## src/rtl/rxring_pkg.sv

```systemverilog
package rxring_pkg;
  localparam int SLOTS     = 4;
  localparam int SLOT_W    = 2;
  localparam int BASE_W    = 28;
  localparam int CTL_EN    = 0;
  localparam int CTL_DONE  = 1;
  localparam int ST_MISS   = 16;
  localparam int ST_ERR_LO = 17;
  localparam int N_ERR     = 7;
  localparam int ERR_OVER  = 1;

  typedef logic [SLOT_W-1:0] slot_t;

  function automatic logic [31:0] pack_status(logic [15:0] len, logic miss,
                                              logic [N_ERR-1:0] err);
    logic [31:0] w;
    w = '0;
    w[15:0] = len;
    w[ST_MISS] = miss;
    w[ST_ERR_LO +: N_ERR] = err;
    return w;
  endfunction
endpackage

```

## src/rtl/rxring_desc_file.sv

```systemverilog
module rxring_desc_file
  import rxring_pkg::*;
(
  input  logic                     clk,
  input  logic                     rst,
  input  logic                     sw_wr,
  input  slot_t                    sw_slot,
  input  logic [31:0]              sw_wdata,
  input  logic                     wb_valid,
  input  slot_t                    wb_slot,
  input  logic [31:0]              wb_status,
  input  slot_t                    head,
  input  slot_t                    rd_slot,
  input  logic                     rd_sel,
  output logic [31:0]              rd_data,
  output logic [SLOTS-1:0]         en_vec,
  output logic [SLOTS-1:0]         done_vec,
  output logic [BASE_W-1:0]        head_base
);
  // Base and status words carry no reset so they map onto distributed RAM.
  logic [BASE_W-1:0] base_mem [SLOTS];
  logic [31:0]       stat_mem [SLOTS];

  always_ff @(posedge clk) begin
    if (sw_wr)    base_mem[sw_slot] <= sw_wdata[31:4];
    if (wb_valid) stat_mem[wb_slot] <= wb_status;
  end

  // Flag bits: a completing frame wins over a software write on the same slot.
  for (genvar s = 0; s < SLOTS; s++) begin : g_flag
    logic en_q, done_q;
    always_ff @(posedge clk) begin
      if (rst) begin
        en_q   <= 1'b0;
        done_q <= 1'b0;
      end else if (wb_valid && wb_slot == slot_t'(s)) begin
        en_q   <= 1'b0;
        done_q <= 1'b1;
      end else if (sw_wr && sw_slot == slot_t'(s)) begin
        en_q   <= sw_wdata[CTL_EN];
        done_q <= 1'b0;
      end
    end
    assign en_vec[s]   = en_q;
    assign done_vec[s] = done_q;
  end

  assign head_base = base_mem[head];

  always_ff @(posedge clk) begin
    if (rst)         rd_data <= '0;
    else if (rd_sel) rd_data <= stat_mem[rd_slot];
    else             rd_data <= {base_mem[rd_slot], head, done_vec[rd_slot], en_vec[rd_slot]};
  end
endmodule

```

## src/rtl/rxring_fill_engine.sv

```systemverilog
module rxring_fill_engine
  import rxring_pkg::*;
#(
  parameter int DATA_W    = 32,
  parameter int MAX_BYTES = 1536,
  parameter int LEN_W     = 14,
  parameter int MISS_W    = 16,
  localparam int BPB      = DATA_W / 8,
  localparam int LB_W     = $clog2(BPB) + 1
) (
  input  logic               clk,
  input  logic               rst,
  input  logic               fs_valid,
  input  logic [DATA_W-1:0]  fs_data,
  input  logic               fs_last,
  input  logic [LB_W-1:0]    fs_last_bytes,
  input  logic [N_ERR-1:0]   fs_err,
  input  logic [SLOTS-1:0]   en_vec,
  input  logic [BASE_W-1:0]  head_base,
  output slot_t              head,
  output logic               eng_idle,
  output logic               wb_valid,
  output slot_t              wb_slot,
  output logic [31:0]        wb_status,
  output logic               mw_en,
  output logic [31:0]        mw_addr,
  output logic [DATA_W-1:0]  mw_data,
  output logic [MISS_W-1:0]  miss_count
);
  typedef enum logic [1:0] {S_IDLE, S_FILL, S_DROP} st_t;

  st_t              st_q;
  logic [31:0]      base_q;
  logic [LEN_W-1:0] off_q;
  logic             over_q, pend_q;

  logic             start, accept_new, drop_new, take, fits, over_now;
  logic [31:0]      beat_base;
  logic [LEN_W-1:0] beat_off, off_next, frame_len;
  logic [LEN_W:0]   off_sum, len_sum;
  logic [N_ERR-1:0] err_eff;

  always_comb begin
    start      = fs_valid && (st_q == S_IDLE);
    accept_new = start && en_vec[head];
    drop_new   = start && !en_vec[head];
    take       = accept_new || (fs_valid && st_q == S_FILL);
    beat_base  = (st_q == S_FILL) ? base_q : {head_base, 4'h0};
    beat_off   = (st_q == S_FILL) ? off_q : '0;
    fits       = beat_off < LEN_W'(MAX_BYTES);
    off_sum    = {1'b0, beat_off} + (LEN_W+1)'(BPB);
    off_next   = off_sum[LEN_W] ? '1 : off_sum[LEN_W-1:0];
    len_sum    = {1'b0, beat_off} + (LEN_W+1)'(fs_last_bytes);
    frame_len  = len_sum[LEN_W] ? '1 : len_sum[LEN_W-1:0];
    over_now   = ((st_q == S_FILL) && over_q) || !fits;
    err_eff    = fs_err;
    err_eff[ERR_OVER] = fs_err[ERR_OVER] | over_now;
  end

  assign wb_valid  = take && fs_last;
  assign wb_slot   = head;
  assign wb_status = pack_status(16'(frame_len), pend_q, err_eff);
  assign eng_idle  = (st_q == S_IDLE);

  always_ff @(posedge clk) begin
    if (rst) begin
      st_q       <= S_IDLE;
      head       <= '0;
      base_q     <= '0;
      off_q      <= '0;
      over_q     <= 1'b0;
      pend_q     <= 1'b0;
      miss_count <= '0;
      mw_en      <= 1'b0;
    end else begin
      mw_en <= take && fits;
      if (accept_new) begin
        base_q <= beat_base;
        off_q  <= off_next;
        over_q <= !fits;
        st_q   <= fs_last ? S_IDLE : S_FILL;
      end else if (drop_new) begin
        miss_count <= miss_count + 1'b1;
        pend_q     <= 1'b1;
        st_q       <= fs_last ? S_IDLE : S_DROP;
      end else if (fs_valid && st_q == S_FILL) begin
        off_q  <= off_next;
        over_q <= over_now;
        if (fs_last) st_q <= S_IDLE;
      end else if (fs_valid && fs_last && st_q == S_DROP) begin
        st_q <= S_IDLE;
      end
      if (wb_valid) begin
        head   <= head + 1'b1;
        pend_q <= 1'b0;
      end
    end
  end

  always_ff @(posedge clk) begin
    if (take) begin
      mw_addr <= beat_base + 32'(beat_off);
      mw_data <= fs_data;
    end
  end
endmodule

```

## src/rtl/rxring_top.sv

```systemverilog
module rxring_top
  import rxring_pkg::*;
#(
  parameter int DATA_W    = 32,
  parameter int MAX_BYTES = 1536,
  parameter int LEN_W     = 14,
  parameter int MISS_W    = 16,
  localparam int LB_W     = $clog2(DATA_W / 8) + 1
) (
  input  logic               clk,
  input  logic               rst,
  input  logic               sw_wr,
  input  logic [1:0]         sw_slot,
  input  logic [31:0]        sw_wdata,
  input  logic [1:0]         rd_slot,
  input  logic               rd_sel,
  output logic [31:0]        rd_data,
  input  logic               fs_valid,
  input  logic [DATA_W-1:0]  fs_data,
  input  logic               fs_last,
  input  logic [LB_W-1:0]    fs_last_bytes,
  input  logic [6:0]         fs_err,
  output logic               mw_en,
  output logic [31:0]        mw_addr,
  output logic [DATA_W-1:0]  mw_data,
  output logic [MISS_W-1:0]  miss_count
);
  logic [SLOTS-1:0]  en_vec, done_vec;
  logic [BASE_W-1:0] head_base;
  slot_t             head, wb_slot;
  logic              wb_valid, eng_idle;
  logic [31:0]       wb_status;

  rxring_desc_file i_desc (
    .clk       (clk),
    .rst       (rst),
    .sw_wr     (sw_wr),
    .sw_slot   (sw_slot),
    .sw_wdata  (sw_wdata),
    .wb_valid  (wb_valid),
    .wb_slot   (wb_slot),
    .wb_status (wb_status),
    .head      (head),
    .rd_slot   (rd_slot),
    .rd_sel    (rd_sel),
    .rd_data   (rd_data),
    .en_vec    (en_vec),
    .done_vec  (done_vec),
    .head_base (head_base)
  );

  rxring_fill_engine #(
    .DATA_W    (DATA_W),
    .MAX_BYTES (MAX_BYTES),
    .LEN_W     (LEN_W),
    .MISS_W    (MISS_W)
  ) i_fill (
    .clk           (clk),
    .rst           (rst),
    .fs_valid      (fs_valid),
    .fs_data       (fs_data),
    .fs_last       (fs_last),
    .fs_last_bytes (fs_last_bytes),
    .fs_err        (fs_err),
    .en_vec        (en_vec),
    .head_base     (head_base),
    .head          (head),
    .eng_idle      (eng_idle),
    .wb_valid      (wb_valid),
    .wb_slot       (wb_slot),
    .wb_status     (wb_status),
    .mw_en         (mw_en),
    .mw_addr       (mw_addr),
    .mw_data       (mw_data),
    .miss_count    (miss_count)
  );
endmodule

```

## config.mk

```make
export PLATFORM = sky130hd
export DESIGN_NAME = rxring_top
export DESIGN_NICKNAME = d
export VERILOG_FILES = /design/src/rtl/rxring_pkg.sv /design/src/rtl/rxring_desc_file.sv /design/src/rtl/rxring_fill_engine.sv /design/src/rtl/rxring_top.sv
export SDC_FILE = /design/constraint.sdc
export NUM_CORES = 1
export LEC_CHECK = 0
export CORE_ASPECT_RATIO = 1.1
export CORE_UTILIZATION = 55
export DETAILED_ROUTE_END_ITERATION = 8
export GPL_ROUTABILITY_DRIVEN = 0
export PLACE_DENSITY = 0.79
export SLEW_MARGIN = 40
export SYNTH_ARGS = -nofsm -noshare
export SYNTH_HDL_FRONTEND = slang
export SYNTH_SLANG_ARGS = --single-unit
```

## constraint.sdc

```tcl
create_clock -name clk -period 7.7 [get_ports clk]
set_input_delay 0.77 -clock clk [delete_from_list [all_inputs] [get_ports clk]]
set_output_delay 0.77 -clock clk [all_outputs]
set_load 0.1 [all_outputs]
```

Word level (Yosys, flattened, before mapping)
Memories as Yosys holds them, arrays and structs flattened. A register that Yosys moved wholly into a read port is not among the register bits.
Index checks and enable logic that the tools add are counted.
- add/sub/neg operators: 5
- magnitude comparators: 3
- equal/unequal tests: 10
- mux-type cells: 38
- bitwise gates (word level): 2
- reduce and logical (&&, ||, !) cells: 38
- operator list (kind ; number):
    14-bit two-way mux ; 6
    32-bit two-way mux ; 2
    32-bit by 14-bit adder with 32-bit output ; 1
    1-bit two-way mux ; 19
    1-bit logical AND ; 17
    16-bit by 1-bit adder with 16-bit output (second input constant) ; 1
    2-bit two-way mux ; 8
    14-bit by 3-bit adder with 15-bit output ; 1
    14-bit by 3-bit adder with 15-bit output (second input constant) ; 1
    14-bit by 11-bit less-than comparator with 1-bit output (second input constant) ; 1
    2-bit == test (second input constant) ; 5
    2-bit nonzero test ; 5
    2-bit OR reduction ; 5
    1-bit binary-select mux with 2-bit select ; 3
    2-bit by 1-bit == test with 1-bit output (second input constant) ; 3
    2-bit logical NOT ; 3
    2-bit by 3-bit less-than comparator with 1-bit output (second input constant) ; 2
    2-bit AND reduction ; 3
    4-bit by 2-bit inequality test with 1-bit output (second input constant) ; 1
    4-bit nonzero test ; 1
    2-bit by 1-bit adder with 2-bit output (second input constant) ; 1
    1-bit logical NOT ; 2
    1-bit logical OR ; 2
    2-bit by 1-bit inequality test with 1-bit output (second input constant) ; 1
    2 further kinds ; 2
- register bits: 173
- memory bits (writable): 200
- input port bits: 84
- output and inout port bits: 113
- word-level logic and storage cells: 117
- memories kept: 2
- memories (name ; depth ; width ; rd ports ; clocked after Yosys merged registers in ; wr ports ; line ; RTL):
    i_desc.base_mem ; 4 ; 28 ; 2 ; 1 ; 1 ; rxring_desc_file.sv:21 ; logic [BASE_W-1:0] base_mem [SLOTS];
    i_desc.stat_mem ; 4 ; 22 ; 1 ; 0 ; 1 ; rxring_desc_file.sv:22 ; logic [31:0] stat_mem [SLOTS];

Longest topological paths before layout
- depth after elaboration: 8
- depth in mapped cells: 16
- gate-level depth less buffers: 12

By module
Synthesis repeated with hierarchy kept, for this count alone.
- cell total of the unflattened synthesis: 1179
- area total of the unflattened synthesis: 17695.7 sq um
- by module, submodules not included (module ; instances ; cells each ; area an instance (sq um) ; seq. area each (sq um)):
    rxring_desc_file ; 1 ; 471 ; 10865.4 ; 8007.7
    rxring_fill_engine ; 1 ; 708 ; 6830.3 ; 3303.2

Least setup slack after synthesis
OpenSTA, ideal clock, no wires.
- kind: input-to-reg
- start: in fs_valid
- end: reg i_fill.off_q[3]
- setup time: 72 ps
- arrival: 3713 ps
- required time: 7628 ps
- slack: 3915 ps
- stages on the path: 6
- path buffers: 1
- cells stage by stage: nor2b_1 o21ai_1 inv_1 clkbuf_1 o21ai_0 a21oi_1
- longest elaborated chain between the ends: 4
- elaborated cells between the ends (all ways): 8
- classes of those cells: eq/ne (1); mux (1); reduce/logical (6)
- RTL lines (element ; line ; RTL):
    start, declared ; rxring_top.sv:18 ; input logic fs_valid,
    1-bit logical AND ; rxring_fill_engine.sv:44 ; start = fs_valid && (st_q == S_IDLE);
    1-bit logical AND, on equally long branches ; rxring_fill_engine.sv:46, rxring_fill_engine.sv:45 ;
    2-bit by 1-bit inequality test with 1-bit output (no source line) or 2-bit nonzero test (tied branches) ; n/a ;
    2-bit AND reduction (no source line) ; n/a ;
    end signal, assigned ; rxring_fill_engine.sv:79 ; off_q <= off_next;
    end signal, assigned ; rxring_fill_engine.sv:87 ; off_q <= off_next;
    end, declared ; rxring_fill_engine.sv:34 ; logic [LEN_W-1:0] off_q;
Several ways; a longest one is shown, not always the timed one.
A chain may end at the register's enable or synchronous reset.

Final worst setup path
- start: reg i_fill.st_q[0]
- end: reg i_fill.mw_addr[30] (data pin)
- longest elaborated chain between the ends: 3
- elaborated cells between the ends (all ways): 4
- classes of those cells: add/sub (1); eq/ne (1); mux (2)
- RTL lines (element ; line ; RTL):
    start, declared ; rxring_fill_engine.sv:32 ; st_t st_q;
    start signal, assigned ; rxring_fill_engine.sv:81 ; st_q <= fs_last ? S_IDLE : S_FILL;
    start signal, assigned ; rxring_fill_engine.sv:85 ; st_q <= fs_last ? S_IDLE : S_DROP;
    2-bit by 1-bit == test with 1-bit output (*) ; rxring_fill_engine.sv:48, rxring_fill_engine.sv:49 ;
    32-bit two-way mux or 14-bit two-way mux (tied branches) ; rxring_fill_engine.sv:48, rxring_fill_engine.sv:49 ;
    32-bit by 14-bit adder with 32-bit output (*) ; rxring_fill_engine.sv:102 ; mw_addr <= beat_base + 32'(beat_off);
    end signal, assigned ; rxring_fill_engine.sv:102 ;
    end, declared ; rxring_fill_engine.sv:26 ; output logic [31:0] mw_addr,
Mark *: on every way between the ends. The rest lies on a longest branch, timed or not.

==> impl_results.md <==
* Status: finished clean
* Layout cell share with drive strength beyond 1 at between 20% and 30%
* Nets at 1439
* Worst hold path depth at 2
* Final WL at around 35000 microns
* R2r startpoint: i_fill.st_q[0]
* Synth Cell Area at 16000 sq um
* Worst Hold Path EP: i_fill.off_q[0]
* Number of synthesized flops with an enable pin at 264
* Worst hold path class: register to register
* Placement Setup Slack at approximately 3.8 ns
* Main combinational cell family by area after synthesis: multiplexers
* Worst EP required at between 7 and 8 ns
* Clock tree buffer depth at 3
* # setup viols final at 0
* RSZ-0062 raised after global routing: no
* Compound-gate portion of the synthesized area at 4.92%
* Antenna cell count at 0
* Buf+Inv Stages, Crit Path at 3
* Max incr delay on CP at 0.47 ns
* Initial Util at 56.0%
* CTS root buf: clkbuf_16
* Crit. Startpoint: i_fill.st_q[0]
* DRC viols at 0
* CP Cell Sequence: nor2b_4 > buf_4 > and2_1 > ha_1 > inv_1 > fa_1 > inv_1 > maj3_1 > a21oi_1 > o31ai_2 > nand4_2 > nor4_1 > xnor2_1
* Total area of sequential cells at 10200 sq um
* Final Slew Violations at 0
* Delay-heaviest family, CP: simple AND/OR/NAND/NOR gates
* Leak at 6.88 nW
* Post-synth ARST share at 0%
* IO Count at 197
* Final ANT Viol Nets at 0
* CTS tree: yes
* Cell Pwr Density at 233 nW/um^2
* Post_cts resized at 0
* Worst r2r path cells at 13
* Design Power at 0.00441 W
* Full die area at 29800 sq um
* Filler cell count in the final layout at 2047
* Syn_nets at 1250
* Final period util at between 50% and 60%
* Layout area overhead at 17.9%
* Routed WL per cell at 20.3 microns
* Pre-antenna DRT Iters at 5
* Largest fanout on the critical path at 54
* Synth Area in Simple Gates at 10.3%
* Global Route Usage Sum at 23.9%
* Max-cap violations at 0
* Worst reg2reg setup slack at 3.81 ns
* TritonCTS buffer count at 38
* Synthesized area per cell at 14.0 sq um
* Hold_buf cts at 0
* Setup bufs post-CTS at 0
* Vias in the first global route at a little under 10k
* Worst-path clk slew at 0.06 ns
* Worst Clk Skew at 0.0140 ns
* FMAX at approximately 0.26 GHz
* Nature of the critical path startpoint: register
* Final Hold Fails at 0
* Core area at 28600 sq um
* Most common cell after layout, fill and taps aside: edfxtp_1
* Die Y at around 180 microns
* RR Endpoint: i_fill.mw_addr[30]
* Most frequent cells in the layout: edfxtp_1 (264), nand2_1 (143), buf_2 (115)
* Placed inst area at 17700 sq um
* Post-route cell area at 18900 sq um
* I/O Buffers at 193
* Cells after Synth at 1144
* Clk sinks at 375
* Initial DRC Count at 820
* H-tree depth at 2
* Post-synthesis sequential area ratio at 63.4%
* Row count at 65
* Area share of the leading cell type in the synthesized netlist at 49.5%
* First-pass GRT wire length at 54300 microns
* Crit. End Element: register
* Crit path max-delay cell type: dfxtp_1
* Hold path startpoint: i_fill.off_q[0]
* DR vias/cell at 5.80
* Largest net degree at the start of global routing at 77
* Max-slew headroom at 45.3%
* Detailed Place HPWL at ~23000 microns
* Post-synth top flop: edfxtp_1
* Die Wd at between 150 and 200 microns
* Worst EP arrival at 4.15 ns
* Multiplexer share of the synthesized area at 14.1%
* Max IR drop VDD at 0.299 mV
* Ranking of synthesized cells by area: edfxtp_1 (49%), dfxtp_1 (14%), mux4_2 (11%), nand2_1 (3.4%), mux2i_1 (2.6%)
* CP Class: register to register
* Adder-cell share of the synthesized area at 2.12%
* Area of the multi-input gates at 5510 sq um
* Yosys top cell by area: edfxtp_1
* Slew of the pin with the lowest slew margin at 0.820 ns
* CP most frequent cell: inv_1
* Vias post-DR at 10.0k
* GRT overflow at 0
* XOR/XNOR Fraction of Synth Area at 2.90%
* Yosys warning count at 0
* Min cycle time layout at 3.89 ns
* TNS Setup at 0 ns
* Unique masters post-synth at 59
* Initial antenna violation count at 1
* #FFs+latches synth at 375
* Final worst slack at 3.81 ns
* Clock Latency Late Sink at ~0.52 ns
power by group:
part	internal [W]	switching (W)
Sequential	0.00221	0.0000249
Clock	0.00102	0.000760
Combinational	0.000128	0.000260
registers in the layout, summed over array words and instances (netlist names), 4 cells and up, named ones only:
| name | cells |
|---|---|
| i_desc.base_mem | 112 |
| i_fill.base_q | 32 |
| i_desc.g_flag.en_q | 4 |
| i_desc.rd_data | 32 |
| i_fill.miss_count | 16 |
| i_desc.stat_mem | 88 |
| i_fill.mw_data | 32 |
| i_fill.mw_addr | 32 |
| i_desc.g_flag.done_q | 4 |
| i_fill.off_q | 14 |
area by class of cell:
type | count | share of cell area, %
sequential | 375 | 53.7
multi-input combinational | 686 | 29.2
timing repair buffer | 207 | 7.76
clock buffer | 49 | 5.48
tap | 368 | 2.44
clock inverter | 20 | 0.901
inverter | 25 | 0.497
metal layers:
metal  vias to the layer above  track usage (%)  part of all wire (%)
li1                       4645                -                     -
met1                      4892             32.4                    41
met5                         -                0                     0
met2                       415             38.9                    48
met4                         0             8.44                   3.1
met3                        76             3.97                   7.4
cell families (layout without fill, tap and decap cells):
logic type,Yosys count,after routing
fa+ha+maj,27,27
buf+inv,83,301
flops,375,375
simple gates,348,348
compound gates,135,135
mux,123,123
xor+xnor,53,53
through the flow:
stage          utilization, %  cells  hold WS [ns]
2_1_floorplan               -   1144         0.421
3_3_place_gp             63.7   1661         0.438
3_5_place_dp             61.8   1661         0.443
4_1_cts                  66.0   1730         0.455
5_1_grt                  66.0   1730         0.476
6_report                 66.0   1730         0.452
worst register-to-register path, cell delays in order, from the launching register on:
cell,delay (ns)
dfxtp_1,0.47
nor2b_4,0.19
buf_4,0.45
and2_1,0.23
ha_1,0.17
inv_1,0.06
fa_1,0.41
inv_1,0.08
maj3_1,0.23
a21oi_1,0.12
o31ai_2,0.45
nand4_2,0.28
nor4_1,0.38
xnor2_1,0.12
synthesized netlist by cell type, drive strengths merged (26+ instances only):
master / n
edfxtp: 264
nand2: 144
dfxtp: 111
mux4: 81
nor2: 74
a21oi: 69
mux2i: 42
clkbuf: 40
xor2: 27
nand3: 26
xnor2: 26
worst max-delay path by stage:
| stage | to | slack [ns] | depth (start not counted) |
|---|---|---|---|
| finish | i_fill.mw_addr[30] | 3.81 | 13 |
| floorplan | i_fill.off_q[3] | 3.91 | 6 |
| global route | i_fill.mw_addr[30] | 3.44 | 13 |
| detailed placement | i_fill.mw_addr[30] | 3.80 | 12 |
| CTS | i_fill.mw_addr[30] | 3.77 | 13 |
| global placement | i_fill.mw_addr[30] | 3.85 | 11 |
(Power assumes the default switching activity.)
